$ cat config.mk
export PLATFORM = sky130hd
export DESIGN_NAME = cfg_load_selftest
export DESIGN_NICKNAME = d
export VERILOG_FILES = /design/src/rtl/cfgst_pkg.sv /design/src/rtl/cfgst_chain.sv /design/src/rtl/cfgst_seq.sv /design/src/rtl/cfgst_judge.sv /design/src/rtl/cfg_load_selftest.sv
export SDC_FILE = /design/constraint.sdc
export NUM_CORES = 1
export LEC_CHECK = 0
export BUFFER_PORTS_ARGS = -buffer_cell sky130_fd_sc_hd__buf_2
export CAP_MARGIN = 5
export CORE_MARGIN = 3
export CORE_UTILIZATION = 46
export CTS_CLUSTER_SIZE = 20
export DETAILED_ROUTE_END_ITERATION = 7
export PLACE_DENSITY = 0.83
export SYNTH_ARGS = -nofsm -noshare
export SYNTH_HDL_FRONTEND = slang
export SYNTH_SLANG_ARGS = --single-unit
$ cat constraint.sdc
create_clock -name clk -period 1.28 [get_ports clk]
set_input_delay 0.064 -clock clk [delete_from_list [all_inputs] [get_ports clk]]
set_output_delay 0.064 -clock clk [all_outputs]
set_load 0.1 [all_outputs]
$ cat src/rtl/cfgst_pkg.sv
package cfgst_pkg;

  typedef enum logic [0:0] {
    SEQ_IDLE  = 1'b0,
    SEQ_COUNT = 1'b1
  } seq_state_t;

  // Healthy head reads 0 in the last register cell and 1 in the flip-flop.
  function automatic logic head_bad(input logic last_cell, input logic ff_bit);
    return last_cell | ~ff_bit;
  endfunction

endpackage

$ cat src/rtl/cfgst_chain.sv
module cfgst_chain #(
  parameter int WIDTH = 20
) (
  input  logic             clk,
  input  logic             rst,
  input  logic             shift_en,
  input  logic             ser_in,
  output logic [WIDTH-1:0] q
);

  for (genvar i = 0; i < WIDTH; i++) begin : g_cell
    logic d;
    if (i == 0) begin : g_entry
      assign d = ser_in;
    end else begin : g_link
      assign d = q[i-1];
    end
    always_ff @(posedge clk) begin
      if (rst)           q[i] <= 1'b0;
      else if (shift_en) q[i] <= d;
    end
  end

endmodule

$ cat src/rtl/cfgst_seq.sv
module cfgst_seq
  import cfgst_pkg::*;
#(
  parameter int STREAM_LEN = 21
) (
  input  logic clk,
  input  logic rst,
  input  logic test_start,
  input  logic shift_en,
  output logic eval
);

  localparam int CW = $clog2(STREAM_LEN + 2);
  localparam logic [CW-1:0] TGT = CW'(STREAM_LEN);

  seq_state_t    state;
  logic [CW-1:0] cnt;

  always_ff @(posedge clk) begin
    if (rst) begin
      state <= SEQ_IDLE;
      cnt   <= '0;
    end else if (test_start) begin
      state <= SEQ_COUNT;
      cnt   <= '0;
    end else if (state == SEQ_COUNT) begin
      if (cnt == TGT)    state <= SEQ_IDLE;
      else if (shift_en) cnt   <= cnt + CW'(1);
    end
  end

  assign eval = (state == SEQ_COUNT) && (cnt == TGT) && !test_start;

endmodule

$ cat src/rtl/cfgst_judge.sv
module cfgst_judge
  import cfgst_pkg::*;
(
  input  logic clk,
  input  logic rst,
  input  logic test_start,
  input  logic eval,
  input  logic last_cell,
  input  logic ff_maj,
  output logic fault
);

  always_ff @(posedge clk) begin
    if (rst)             fault <= 1'b0;
    else if (test_start) fault <= 1'b0;
    else if (eval)       fault <= head_bad(last_cell, ff_maj);
  end

endmodule

$ cat src/rtl/cfg_load_selftest.sv
module cfg_load_selftest #(
  parameter int CFG_BITS = 20
) (
  input  logic                clk,
  input  logic                rst,
  input  logic                test_start,
  input  logic                shift_en,
  input  logic                ser_in,
  input  logic                ff_maj,
  output logic                ff_d,
  output logic [CFG_BITS-1:0] cfg_q,
  output logic                fault
);

  localparam int STREAM_LEN = CFG_BITS + 1;

  logic eval;

  cfgst_chain #(.WIDTH(CFG_BITS)) u_chain (
    .clk(clk), .rst(rst), .shift_en(shift_en), .ser_in(ser_in), .q(cfg_q)
  );

  cfgst_seq #(.STREAM_LEN(STREAM_LEN)) u_seq (
    .clk(clk), .rst(rst), .test_start(test_start), .shift_en(shift_en), .eval(eval)
  );

  cfgst_judge u_judge (
    .clk(clk), .rst(rst), .test_start(test_start), .eval(eval),
    .last_cell(cfg_q[CFG_BITS-1]), .ff_maj(ff_maj), .fault(fault)
  );

  assign ff_d = cfg_q[CFG_BITS-1];

endmodule

==> results of run 1 <==
-- sequential cells by signal (all words and copies together) (netlist names) --
signal            count
u_chain.q             1
u_seq.cnt             5
u_seq.state           1
u_judge.fault         1
u_chain.g_cell.d     19
-- metal layers --
layer	wire length, um	global-route usage, %	up-vias	part of all wire (%)
met5	0	0	-	0
met4	25	4.64	0	1.2
met3	91	3.22	4	4.5
met2	1020	22.6	21	50
met1	891	15.9	380	44
li1	-	-	425	-
-- logic make-up (layout without fill, tap and decap cells) --
| kind of cell | after synthesis | after routing | synth area share [%] |
|---|---|---|---|
| buffers and inverters | 29 | 41 | 15.8 |
| muxes | 20 | 20 | 16.9 |
| adders and majority gates | 2 | 2 | 2.11 |
| and+or+nand+nor | 34 | 34 | 12.9 |
| DFF | 27 | 27 | 45.5 |
| AOI/OAI and AO/OA | 13 | 13 | 6.85 |
-- power groups by stage --
stage                     logic (mW)  registers, mW  clock network (mW)
final                          0.115          0.857               0.362
after global routing           0.122          0.859               0.411
after CTS                      0.110          0.857               0.364
after detailed placement       0.103          0.876                   0
after global placement         0.101          0.875                   0
after floorplan               0.0881          0.873                   0
-- worst max-delay path, cell delays in order (launching register included) --
cell and delay (ps):
sky130_fd_sc_hd__dfxtp_4 400, sky130_fd_sc_hd__inv_2 50, sky130_fd_sc_hd__ha_4 150, sky130_fd_sc_hd__and4b_1 170, sky130_fd_sc_hd__or3_1 320, sky130_fd_sc_hd__a21oi_2 120
-- through the flow --
step	cell area [um^2]	util [%]	setup WS [ps]	hold slack [ps]	power (mW)
4_1_cts	1270	54.8	-5.87	67.9	1.33
3_3_place_gp	1210	52.3	31.9	280	0.976
5_1_grt	1330	57.2	-39.8	69.2	1.39
2_1_floorplan	1190	-	5.41	136	0.961
3_5_place_dp	1210	52.3	-82.5	302	0.979
6_report	1330	57.2	9.64	83.3	1.33
-- synthesized netlist by cell type (all sizes together) --
cell type  number
o21ai           3
mux2i          20
nor3            2
nand2           3
dfxtp          27
nor2           22
buf            23
a21oi           5
clkbuf          3
a31oi           1
nand3           1
nand4           1
or2             1
or3             2
a211oi          2
a311oi          1
and4b           1
ha              2
a2111o          1
nand4b          1
inv             3
-- final cells by class --
type,count,share of cell area (%)
sequential,27,41.5
multi-input combinational,69,38.1
timing repair buffer,34,14.8
tap,28,2.64
clock buffer,3,1.70
inverter,3,0.849
clock inverter,1,0.377
-- path summary, 6_finish.rpt --
| path | from | endpoint | slack (ps) |
|---|---|---|---|
| worst max-delay path | u_seq.cnt[1] | u_seq.cnt[0] | 10 |
| worst min-delay path | rst | u_seq.cnt[0] | 80 |
| worst max register to register | u_seq.cnt[1] | u_seq.cnt[0] | 10 |
| worst min register to register | u_judge.fault | u_judge.fault | 530 |
-- timing repair --
action	CTS	global route
buffers inserted	0	1
endpoints found under the hold margin	2	0
hold buffers	2	0
gates cloned	0	0
endpoints found under the setup margin	6	7
pin swaps	2	4
resized for setup	7	10
==> run summary, run 1 <==
=====================================================================================
Outcome                                                                  finished clean
Vias                                                                              830
Area occupied by multi-input gates                                           505 um^2
Number of max-cap violations                                                        0
Reg power frac                                                                  64.2%
Setup-failing EPs final                                                             0
Avg WL per Cell                                                               12.3 um
Count of nets after finishing                                                     146
Cell depth of the worst min-delay path                                              3
Count of routing violations after the opening detailed-route iteration             18
Largest fanout of any net on the critical path                                      4
Post-DR vias/cell                                                                5.03
Final estimated routing congestion in global placement                          0.902
Clock latency reported for the late side of the worst-skew pair                320 ps
Via count of the first global-routing pass                                        789
Register clock-pin slew on the reported worst setup and hold paths             140 ps
Seq. cell area                                                               551 um^2
Mean area per synthesized cell                                              9.50 um^2
Fraction of post-synthesis cell area in the top cell type by area               45.5%
Final Max Tran Viols                                                                0
Leakage power                                                                0.611 nW
Effective utilization at floorplan                                              51.2%
Worst max-slew margin expressed relative to the limit                           67.3%
Non-Filler Instances                                                              165
GRT overflow                                                                        0
Fill cell total of the finished layout                                            191
Cell type with the highest aggregate area in the netlist                 sky130_fd_sc_hd__dfxtp_1
Placeable Area                                                              2320 um^2
Number of warnings reported in the yosys synthesis log                              0
Final hold violation count                                                          0
Minimum period implied by the final worst setup slack                         1270 ps
Transition time at the pin with the least slew margin                          493 ps
Worst vdd rail ir drop                                                         897 uV
Data arrival time of the critical path                                        1530 ps
X dimension of the die                                                        56.8 um
Min-delay worst type                                                        in -> reg
Type of origin of the critical path                                         flip-flop
Power density over cell area                                             1010 nW/um^2
Setup tns final                                                                  0 ps
Maximum number of buffers from clock root to sink                                   2
CP Data Required Time                                                         1540 ps
Largest net degree at the start of global routing                                  22
Peak Freq                                                                     787 MHz
Number of standard cells after synthesis                                          125
H-Tree Level Count                                                                  1
Half-perimeter wire length of the detailed placement result                   1.47 mm
CTS root buf                                                             sky130_fd_sc_hd__clkbuf_4
Switching share of power                                                        24.7%
Cell count of the worst reg-to-reg path                                             5
Die Ht                                                                        56.8 um
Register bit total from synthesis                                                  27
Number of nets with antenna violations after routing                                0
Relative area change from synthesis to final layout                             11.7%
Post-route clock period utilization                                             99.2%
Syn Std Cell Area                                                           1190 um^2
Detailed-route DRC error count                                                      0
Num CTS Buffers                                                                     3
Class of the most critical setup path                                      reg -> reg
Initial DRT Pass Iterations                                                         4
Top library cells by usage in the layout, fill and taps aside            27 x sky130_fd_sc_hd__buf_2, 23 x sky130_fd_sc_hd__dfxtp_1, 22 x sky130_fd_sc_hd__nor2_1
Sequential-to-total area share from yosys stat                                  45.5%
Synthesized Nets                                                                  133
Switching power summed over all nets                                         0.330 mW
Relative contribution of the clock network to total power                       27.2%
Internal portion of total power                                               1.00 mW
First-pass GRT wire length                                                    3.44 mm
Type of element capturing the critical path                                 flip-flop
Worst-case clock skew                                                        0.615 ps
Number of ports placed on the die boundary                                         28
Global-route usage over all layers                                              13.2%
Port Buf Inserts                                                                   27
Antenna violations before repair                                                    0
Relative contribution of combinational cells to total power                      8.6%
Share of cells above drive strength 1                                           36.5%
Placed insts                                                                      158
Cell variety after synth                                                           22
Die area                                                                    3230 um^2
Cell row count                                                                     17
RSZ-0062 raised after global routing                                              yes
Number of antenna diodes                                                            0
Largest cells by area after synthesis                                    sky130_fd_sc_hd__dfxtp_1 46%, sky130_fd_sc_hd__mux2i_1 17%, sky130_fd_sc_hd__buf_4 13%
Most common cell after layout, fill and taps aside                       sky130_fd_sc_hd__buf_2
Clock sinks                                                                        27
Aggregate routed wire length                                                  2.03 mm
Clock tree from TritonCTS                                                       built
=====================================================================================
No activity file was read; power rests on OpenSTA's default activity.
==> run 2, diff against run 1 <==
--- a/config.mk
+++ b/config.mk
@@ -11,6 +11,7 @@
 export CORE_UTILIZATION = 46
 export CTS_CLUSTER_SIZE = 20
 export DETAILED_ROUTE_END_ITERATION = 7
+export GPL_TIMING_DRIVEN = 0
 export PLACE_DENSITY = 0.83
 export SYNTH_ARGS = -nofsm -noshare
 export SYNTH_HDL_FRONTEND = slang
==> run summary, run 2 (same netlist as run 1, synthesis figures left out) <==
=====================================================================================
X dimension of the die                                                        56.8 um
Clock latency reported for the late side of the worst-skew pair                330 ps
H-Tree Level Count                                                                  1
Final instance area                                                         1500 um^2
Post-route clock period utilization                                              102%
Number of antenna diodes                                                            0
Share of cells above drive strength 1                                           39.0%
Peak Freq                                                                     767 MHz
Vias                                                                              926
Final Max Tran Viols                                                                0
Via count of the first global-routing pass                                        884
GRT overflow                                                                        0
Leakage power                                                                0.709 nW
Count of nets after finishing                                                     168
RSZ-0062 raised after global routing                                              yes
Worst vdd rail ir drop                                                         999 uV
Largest fanout of any net on the critical path                                      4
Detailed-route DRC error count                                                      0
Effective utilization at floorplan                                              51.2%
Setup-failing EPs final                                                             1
Type of origin of the critical path                                         flip-flop
Final hold violation count                                                          0
First-pass GRT wire length                                                    3.70 mm
Clock sinks                                                                        27
CTS root buf                                                             sky130_fd_sc_hd__clkbuf_4
Outcome                                                                  complete, but fails checks
Global-route usage over all layers                                              14.5%
Maximum number of buffers from clock root to sink                                   2
Final estimated routing congestion in global placement                          0.709
Avg WL per Cell                                                               12.1 um
Violations in the final reports                                          setup timing
Post-DP Area                                                                1350 um^2
Most common cell after layout, fill and taps aside                       sky130_fd_sc_hd__buf_4
Number of max-cap violations                                                        0
Aggregate routed wire length                                                  2.26 mm
Port Buf Inserts                                                                   26
Worst max-slew margin expressed relative to the limit                           67.3%
Final critical-path setup slack                                              -24.5 ps
Relative area change from synthesis to final layout                             26.1%
Class of the most critical setup path                                      reg -> reg
Type of element capturing the critical path                                 flip-flop
Final Total Pwr                                                               1.34 mW
Placeable Area                                                              2320 um^2
Number of ports placed on the die boundary                                         28
Transition time at the pin with the least slew margin                          493 ps
Max reg flops                                                                      19
Clock tree from TritonCTS                                                       built
Placement Setup Slack                                                        -85.1 ps
Top library cells by usage in the layout, fill and taps aside            41 x sky130_fd_sc_hd__buf_4, 24 x sky130_fd_sc_hd__dfxtp_1, 22 x sky130_fd_sc_hd__nor2_1
Number of nets with antenna violations after routing                                0
Count of routing violations after the opening detailed-route iteration              5
Power density over cell area                                              894 nW/um^2
Cell row count                                                                     17
Die area                                                                    3230 um^2
Post-DR vias/cell                                                                4.95
Largest net degree at the start of global routing                                  16
Worst-case clock skew                                                         5.52 ps
Minimum period implied by the final worst setup slack                         1300 ps
Register clock-pin slew on the reported worst setup and hold paths             140 ps
Data arrival time of the critical path                                        1560 ps
Initial DRT Pass Iterations                                                         4
CP Data Required Time                                                         1540 ps
Min-delay worst type                                                        in -> reg
Num CTS Buffers                                                                     3
Die Ht                                                                        56.8 um
Antenna violations before repair                                                    0
Half-perimeter wire length of the detailed placement result                   1.55 mm
Register-to-register setup slack                                               -20 ps
=====================================================================================
==> run 2: layer usage <==
| layer | share of wire, % | vias to the layer above | wire length, um | global-route usage [%] |
|---|---|---|---|---|
| met5 | 0 | - | 0 | 0 |
| li1 | - | 473 | - | - |
| met2 | 57 | 14 | 1280 | 28.1 |
| met3 | 3.4 | 5 | 77 | 2.53 |
| met1 | 38 | 434 | 862 | 14.6 |
| met4 | 1.9 | 0 | 44 | 6.95 |
==> run 2: path summary, 6_finish.rpt <==
check	cells after the start	start	end
setup reg to reg	5	u_seq.cnt[1]	u_seq.cnt[0]
hold / removal	3	shift_en	u_seq.cnt[2]
hold reg to reg	2	u_judge.fault	u_judge.fault
setup / recovery	5	u_seq.cnt[1]	u_seq.cnt[0]
==> run 2: layout make-up <==
cell class / count / area (um^2)
inverter: 3 / 11.3
buffer: 26 / 176
timing repair buffer: 30 / 218
fill: 180 / 821
clock buffer: 3 / 22.5
sequential: 27 / 549
clock inverter: 1 / 5.00
multi-input combinational: 69 / 480
tap: 28 / 35.0
==> run 2: timing repair <==
item / 4_1_cts / 5_1_grt
gates resized for setup: 23 / 7
hold buffers: 3 / 0
setup buffers: 1 / 0
endpoints found under the setup margin: 22 / 5
hold endpoints to repair: 3 / 0
pin swaps: 1 / 2
==> run 2: worst max-delay path, stage by stage (launching register included) <==
cell,delay (ps)
sky130_fd_sc_hd__dfxtp_4,390
sky130_fd_sc_hd__inv_2,40
sky130_fd_sc_hd__ha_4,150
sky130_fd_sc_hd__and4b_1,190
sky130_fd_sc_hd__or3_1,310
sky130_fd_sc_hd__a21oi_1,150
==> run 2: power breakdown <==
part           total (mW)  internal (mW)  switching, mW
Clock               0.364          0.117          0.247
Combinational       0.120         0.0468         0.0731
Sequential          0.856          0.846         0.0102
==> run 2: through the flow <==
step | utilization, % | setup TNS, ps | cells | hold slack (ps)
after floorplan | - | 0 | 125 | 136
after global placement | 58.4 | -41.0 | 179 | 278
after detailed placement | 58.4 | -86.2 | 179 | 282
after CTS | 63.6 | -7.38 | 187 | 67.9
after global routing | 64.6 | -132 | 187 | 93.6
final | 64.6 | -24.5 | 187 | 73.8
